===== src/rtl/qlink_pkg.sv =====
package qlink_pkg;

    typedef logic [3:0] rail_t;
    typedef logic [1:0] pair_t;

    typedef enum logic [1:0] {
        TX_IDLE,
        TX_DRIVE,
        TX_RETURN
    } tx_state_e;

    typedef enum logic {
        RX_WAIT_CODE,
        RX_WAIT_NULL
    } rx_state_e;

    // Rail k high carries pair value k.
    function automatic rail_t pair_to_rail(pair_t p);
        rail_t r;
        r = '0;
        r[p] = 1'b1;
        return r;
    endfunction

    function automatic pair_t rail_to_pair(rail_t r);
        pair_t p;
        p = '0;
        for (int i = 0; i < 4; i++) begin
            if (r[i]) p = pair_t'(i);
        end
        return p;
    endfunction

    function automatic logic rail_is_null(rail_t r);
        return (r == '0);
    endfunction

    function automatic logic rail_is_code(rail_t r);
        return (r != '0) && ((r & (r - 4'd1)) == '0);
    endfunction

    function automatic logic rail_is_clash(rail_t r);
        return (r != '0) && ((r & (r - 4'd1)) != '0);
    endfunction

endpackage


===== src/rtl/qlink_sync.sv =====
module qlink_sync #(
    parameter int W      = 1,
    parameter int STAGES = 2
) (
    input  logic         clk,
    input  logic         rst,
    input  logic [W-1:0] d,
    output logic [W-1:0] q
);
    localparam int N = (STAGES < 1) ? 1 : STAGES;

    logic [W-1:0] chain [N];

    always_ff @(posedge clk) begin
        if (rst) begin
            for (int i = 0; i < N; i++) chain[i] <= '0;
        end else begin
            chain[0] <= d;
            for (int i = 1; i < N; i++) chain[i] <= chain[i-1];
        end
    end

    assign q = chain[N-1];
endmodule


===== src/rtl/qlink_tx.sv =====
module qlink_tx
    import qlink_pkg::*;
#(
    parameter int WORD_W      = 32,
    parameter int SYNC_STAGES = 2
) (
    input  logic              clk,
    input  logic              rst,
    input  logic              in_valid,
    output logic              in_ready,
    input  logic [WORD_W-1:0] in_data,
    output rail_t             rail_o,
    input  logic              ack_i
);
    localparam int NSYM  = WORD_W / 2;
    localparam int IDX_W = (NSYM > 1) ? $clog2(NSYM) : 1;
    localparam logic [IDX_W-1:0] LAST = IDX_W'(NSYM - 1);

    tx_state_e          state;
    logic [WORD_W-1:0]  shreg;
    logic [IDX_W-1:0]   idx;
    rail_t              rail_q;
    logic               ack_s;

    qlink_sync #(.W(1), .STAGES(SYNC_STAGES)) u_ack_sync (
        .clk (clk),
        .rst (rst),
        .d   (ack_i),
        .q   (ack_s)
    );

    always_ff @(posedge clk) begin
        if (rst) begin
            state  <= TX_IDLE;
            shreg  <= '0;
            idx    <= '0;
            rail_q <= '0;
        end else begin
            unique case (state)
                TX_IDLE: begin
                    if (in_valid) begin
                        shreg  <= in_data;
                        idx    <= '0;
                        rail_q <= pair_to_rail(in_data[1:0]);
                        state  <= TX_DRIVE;
                    end
                end
                TX_DRIVE: begin
                    if (ack_s) begin
                        rail_q <= '0;
                        state  <= TX_RETURN;
                    end
                end
                TX_RETURN: begin
                    if (!ack_s) begin
                        if (idx == LAST) begin
                            state <= TX_IDLE;
                        end else begin
                            idx    <= idx + 1'b1;
                            rail_q <= pair_to_rail(shreg[3:2]);
                            shreg  <= shreg >> 2;
                            state  <= TX_DRIVE;
                        end
                    end
                end
                default: state <= TX_IDLE;
            endcase
        end
    end

    assign in_ready = (state == TX_IDLE);
    assign rail_o   = rail_q;

    AST_TX_ONE_RAIL: assert property (@(posedge clk) disable iff (rst)
        $onehot0(rail_o));
    AST_TX_HOLD_UNTIL_ACK: assert property (@(posedge clk) disable iff (rst)
        (rail_o != '0 && !ack_s) |=> $stable(rail_o));
    AST_TX_NULL_BETWEEN: assert property (@(posedge clk) disable iff (rst)
        (rail_o != '0) |=> (rail_o == $past(rail_o) || rail_o == '0));
    AST_TX_IDLE_QUIET: assert property (@(posedge clk) disable iff (rst)
        in_ready |-> (rail_o == '0 && !ack_s));
endmodule


===== src/rtl/qlink_rx.sv =====
module qlink_rx
    import qlink_pkg::*;
#(
    parameter int WORD_W      = 32,
    parameter int SYNC_STAGES = 2
) (
    input  logic              clk,
    input  logic              rst,
    input  rail_t             rail_i,
    output logic              ack_o,
    output logic              out_valid,
    input  logic              out_ready,
    output logic [WORD_W-1:0] out_data,
    output logic              clash_o
);
    localparam int NSYM  = WORD_W / 2;
    localparam int IDX_W = (NSYM > 1) ? $clog2(NSYM) : 1;
    localparam logic [IDX_W-1:0] LAST = IDX_W'(NSYM - 1);

    rx_state_e          state;
    rail_t              rail_s;
    logic [WORD_W-1:0]  acc;
    logic [IDX_W-1:0]   idx;
    logic               ack_q;
    logic               ov_q;
    logic [WORD_W-1:0]  od_q;
    logic               clash_q;
    logic               slot_free;

    qlink_sync #(.W(4), .STAGES(SYNC_STAGES)) u_rail_sync (
        .clk (clk),
        .rst (rst),
        .d   (rail_i),
        .q   (rail_s)
    );

    assign slot_free = !ov_q || out_ready;

    always_ff @(posedge clk) begin
        if (rst) begin
            state   <= RX_WAIT_CODE;
            acc     <= '0;
            idx     <= '0;
            ack_q   <= 1'b0;
            ov_q    <= 1'b0;
            od_q    <= '0;
            clash_q <= 1'b0;
        end else begin
            clash_q <= rail_is_clash(rail_s);
            if (ov_q && out_ready) ov_q <= 1'b0;
            unique case (state)
                RX_WAIT_CODE: begin
                    if (rail_is_code(rail_s)) begin
                        acc   <= {rail_to_pair(rail_s), acc[WORD_W-1:2]};
                        ack_q <= 1'b1;
                        state <= RX_WAIT_NULL;
                    end
                end
                RX_WAIT_NULL: begin
                    if (rail_is_null(rail_s)) begin
                        if (idx != LAST) begin
                            idx   <= idx + 1'b1;
                            ack_q <= 1'b0;
                            state <= RX_WAIT_CODE;
                        end else if (slot_free) begin
                            idx   <= '0;
                            od_q  <= acc;
                            ov_q  <= 1'b1;
                            ack_q <= 1'b0;
                            state <= RX_WAIT_CODE;
                        end
                    end
                end
                default: state <= RX_WAIT_CODE;
            endcase
        end
    end

    assign ack_o     = ack_q;
    assign out_valid = ov_q;
    assign out_data  = od_q;
    assign clash_o   = clash_q;

    AST_RX_ACK_ON_CODE: assert property (@(posedge clk) disable iff (rst)
        $rose(ack_o) |-> $past(rail_is_code(rail_s)));
    AST_RX_DROP_ON_NULL: assert property (@(posedge clk) disable iff (rst)
        $fell(ack_o) |-> $past(rail_is_null(rail_s)));
    AST_RX_NO_ACK_CLASH: assert property (@(posedge clk) disable iff (rst)
        (rail_is_clash(rail_s) && !ack_o) |=> !ack_o);
    AST_RX_HOLD_OUTPUT: assert property (@(posedge clk) disable iff (rst)
        (out_valid && !out_ready) |=> (out_valid && $stable(out_data)));
endmodule


===== src/rtl/quad_rail_link.sv =====
module quad_rail_link
    import qlink_pkg::*;
#(
    parameter int WORD_W      = 32,
    parameter int SYNC_STAGES = 2
) (
    input  logic              clk,
    input  logic              rst,
    input  logic              tx_valid,
    output logic              tx_ready,
    input  logic [WORD_W-1:0] tx_word,
    output logic [3:0]        line_rail_o,
    input  logic              line_ack_i,
    input  logic [3:0]        line_rail_i,
    output logic              line_ack_o,
    output logic              rx_valid,
    input  logic              rx_ready,
    output logic [WORD_W-1:0] rx_word,
    output logic              rx_clash
);
    rail_t tx_rail;

    qlink_tx #(.WORD_W(WORD_W), .SYNC_STAGES(SYNC_STAGES)) u_tx (
        .clk      (clk),
        .rst      (rst),
        .in_valid (tx_valid),
        .in_ready (tx_ready),
        .in_data  (tx_word),
        .rail_o   (tx_rail),
        .ack_i    (line_ack_i)
    );

    qlink_rx #(.WORD_W(WORD_W), .SYNC_STAGES(SYNC_STAGES)) u_rx (
        .clk       (clk),
        .rst       (rst),
        .rail_i    (rail_t'(line_rail_i)),
        .ack_o     (line_ack_o),
        .out_valid (rx_valid),
        .out_ready (rx_ready),
        .out_data  (rx_word),
        .clash_o   (rx_clash)
    );

    assign line_rail_o = tx_rail;

    AST_LINK_RESET_QUIET: assert property (@(posedge clk)
        $past(rst) |-> (line_rail_o == '0 && !line_ack_o && !rx_valid && !rx_clash));
endmodule


===== config.mk =====
export PLATFORM = sky130hd
export DESIGN_NAME = quad_rail_link
export DESIGN_NICKNAME = d
export VERILOG_FILES = /design/src/rtl/qlink_pkg.sv /design/src/rtl/qlink_sync.sv /design/src/rtl/qlink_tx.sv /design/src/rtl/qlink_rx.sv /design/src/rtl/quad_rail_link.sv
export SDC_FILE = /design/constraint.sdc
export NUM_CORES = 1
export LEC_CHECK = 0
export ABC_AREA = 1
export BUFFER_PORTS_ARGS = -buffer_cell sky130_fd_sc_hd__buf_2
export CORE_MARGIN = 2
export CORE_UTILIZATION = 60
export DETAILED_ROUTE_END_ITERATION = 16
export PLACE_DENSITY = 0.87
export SLEW_MARGIN = 15
export SYNTH_ARGS = -nofsm -noshare
export SYNTH_HDL_FRONTEND = slang
export SYNTH_SLANG_ARGS = --single-unit

===== constraint.sdc =====
create_clock -name clk -period 2.48 [get_ports clk]
set_input_delay 0.248 -clock clk [delete_from_list [all_inputs] [get_ports clk]]
set_output_delay 0.248 -clock clk [all_outputs]
set_load 0.02 [all_outputs]

==> flow_summary.yaml <==
yosys:
  synth_xor_area_share_pct: 0.162
  synth_mux_area_share_pct: 0
  synth_top_family_by_area: "simple AND/OR/NAND/NOR gates"
  synth.distinct_cells: 31
  yosysSeqAreaShare_pct: 45.2
  synth_fp_nets: 817
  netlist_instances: 770
  avgSynthCellArea_um2: 7.01
  synth-seq-cells: 122
  yosysWarnings: 0
  syn_area_um2: 5400
  synth-adder-area-share_pct: 1.39
  synth-simple-area-share_pct: 35.0
  synth-compound-area-share_pct: 7.97
floorplanning:
  rows: 34
  die_w_um: 98.8
  die_h_um: 98.8
  die_area_um2: 9770
  io_pins: 81
  core_area_um2: 8720
  initial_core_util_pct: 61.9
global_routing:
  grt_pass1_wl_um: 21500
  grt_usage_pct: 26.7
  grt_pass1_vias: 4810
  antenna_found_initial: 0
  grt_max_degree: 54
  overflow: 0
place:
  hpwl_um: 7690
  placed_cells: 920
  portBuffers: 80
  place_congestion: 0.836
pwr:
  ir_drop_v: 0.000634
  power_uw: 6800
  p_per_area_nw_per_um2: 1060
  p_leak_uw: 0.00297
detailed_routing:
  ant_nets: 0
  firstDrtPassIters: 5
  drt_wl_total_um: 12700
  drtIter0Drc: 356
  wl_per_cell_um: 13.2
  drc: 0
  via_per_inst: 5.34
  vias: 5121
worst_setup_path:
  cp-end-kind: "flip-flop"
  crit_path_max_fanout: 23
  cp.arrival_ns: 2.47
  crit_path_start_kind: "flip-flop"
  reg2reg_depth: 9
  path_class: "reg2reg"
  rr_startpoint: "u_tx.state[0]"
  required_ns: 2.87
  r2r_end: "u_tx.idx[1]"
  rrSetupSlack_ns: 0.39
finish:
  nFillCells: 616
  layout_common_cells: "nand2_1 (197), nor2_1 (150), dfxtp_1 (122)"
  nNetsFinal: 885
  final_util_pct: 73.4
  drive_above_1_share_pct: 16.7
  syn2layout_area_growth_pct: 18.6
  diodes: 0
  fin_cells: 959
  final_common_cell: "nand2_1"
timing:
  finalMaxSlewViolations: 0
  setup_viol: 0
  worstMarginPinSlew_ns: 0.941
  hold_ws_ns: 0.0372
  clock_skew_ns: 0.00601
  slew_headroom_pct: 36.8
  fin_tns_setup_ns: 0
  max_freq_mhz: 479
  min_period_ns: 2.09
  fin_crit_sh_pct: 84.2
  grt_setup_unrepaired: "false"
  hold_viol: 0
hold_path:
  hold_class: "in2reg"
  hp-start: "tx_word[20]"
  min_delay_path_depth: 5
  hold-path-endpoint: "u_tx.shreg[20]"
clock_network:
  clock-root-buffer: "clkbuf_8"
  cts_max_level: 4
  postCtsSetupRepairBufs: 0
  ctsLongestPathBuffers: 2
  clkLatencyLatePin_ns: 0.52
  numCtsBuffers: 17
  cts_tree: "done"
  postCtsHoldBufs: 7
  cts_resized: 0
  clk_pin_slew_ns: 0.06
  cts_sinks: 122
outcome:
  status: "completed"
run:
  drv_cap: 0
## Yosys cell counts
cell type  count  area share [%]
a21boi_0       2            0.28
a21oi_1       47             4.4
a21oi_2        2            0.32
and3_1         1            0.12
buf_1          8            0.56
buf_2         10            0.93
buf_4          7            0.97
buf_6         10             2.1
clkbuf_1      12            0.83
clkinv_1       1           0.069
dfxtp_1      122              45
ha_1           6             1.4
inv_1         63             4.4
inv_2          4            0.28
inv_4          1            0.12
nand2_1      197              14
nand2_2        1            0.12
nand2_4        1            0.21
nand3_1       41             3.8
nand3_2        2            0.37
nand3b_1       1            0.14
nand4_1       33             3.8
nor2_1       150              10
nor2_2         5            0.58
nor2_4         4            0.83
nor2_8         1            0.37
nor3_1         4            0.37
nor3b_1        1            0.14
o21a_1         1            0.14
o21ai_0       31             2.9
xor2_1         1            0.16
## cell type report
class | instances | area (µm²) | share of cell area, %
clock buffers | 19 | 442 | 6.90
clock inverters | 13 | 168 | 2.62
inverters | 69 | 262 | 4.08
multi-input cells | 532 | 2400 | 37.5
flip-flops and latches | 122 | 2440 | 38.1
well taps | 108 | 135 | 2.11
repair buffers | 96 | 551 | 8.60
## worst max path at each step
stage                       start        endpoint  slack, ns  depth (start not counted)
floorplan           u_tx.state[0]  u_tx.shreg[10]       0.90                         10
global placement    u_tx.state[0]  u_tx.shreg[23]       0.56                          8
detailed placement  u_tx.state[0]   u_tx.shreg[5]       0.43                          8
CTS                 u_tx.state[0]   u_tx.shreg[4]       0.40                          8
global route        u_tx.state[0]  u_tx.shreg[24]       0.22                          8
finish              u_tx.state[0]     u_tx.idx[1]       0.39                          9
## per-stage QoR
stage	worst slack, ns	instance area [µm²]
detailed placement	0.429	5720
global route	0.225	6400
finish	0.391	6400
global placement	0.565	5720
floorplan	0.898	5400
CTS	0.397	6400
## critical path, stage by stage, from the launching register on
cell     delay [ns]
dfxtp_1        0.37
inv_1          0.10
ha_1           0.25
inv_2          0.20
nor2_1         0.11
nor2_4         0.44
buf_4          0.27
nand2_1        0.06
o21ai_0        0.08
nor2_1         0.06
## sequential cells by signal (all words and copies together) (netlist names)
name and flops:
u_rx.acc 32, u_rx.clash_o 1, u_tx.rail_o 4, u_tx.idx 4, u_rx.u_rail_sync.chain 8, u_tx.state 2
u_rx.out_data 32, u_tx.u_ack_sync.chain 2, u_rx.state 1, u_tx.shreg 30, u_rx.ack_o 1, u_rx.idx 4
u_rx.out_valid 1
## where the power goes
group	internal (µW)	total, µW	leakage (µW)	switching [µW]
Combinational	575	1830	0.00168	1260
Sequential	2270	2460	0.00100	182
Clock	1590	2510	0.000294	919
Total	4440	6800	0.00297	2360
## metal layers
metal,share of wire [%],up-vias,global-route usage [%]
met3,5.6,29,6.10
li1,-,2563,-
met4,2.3,0,11.6
met5,0,-,0
met1,44,2335,33.5
met2,48,194,44.1
## cell families (layout without fill, tap and decap cells)
logic type / count (synthesis) / after routing
xor+xnor: 1 / 1
fa+ha+maj: 6 / 6
simple gates: 442 / 442
flops: 122 / 122
buf+inv: 116 / 197
compound gates: 83 / 83
Note: power is estimated with default switching activity, not from simulation.
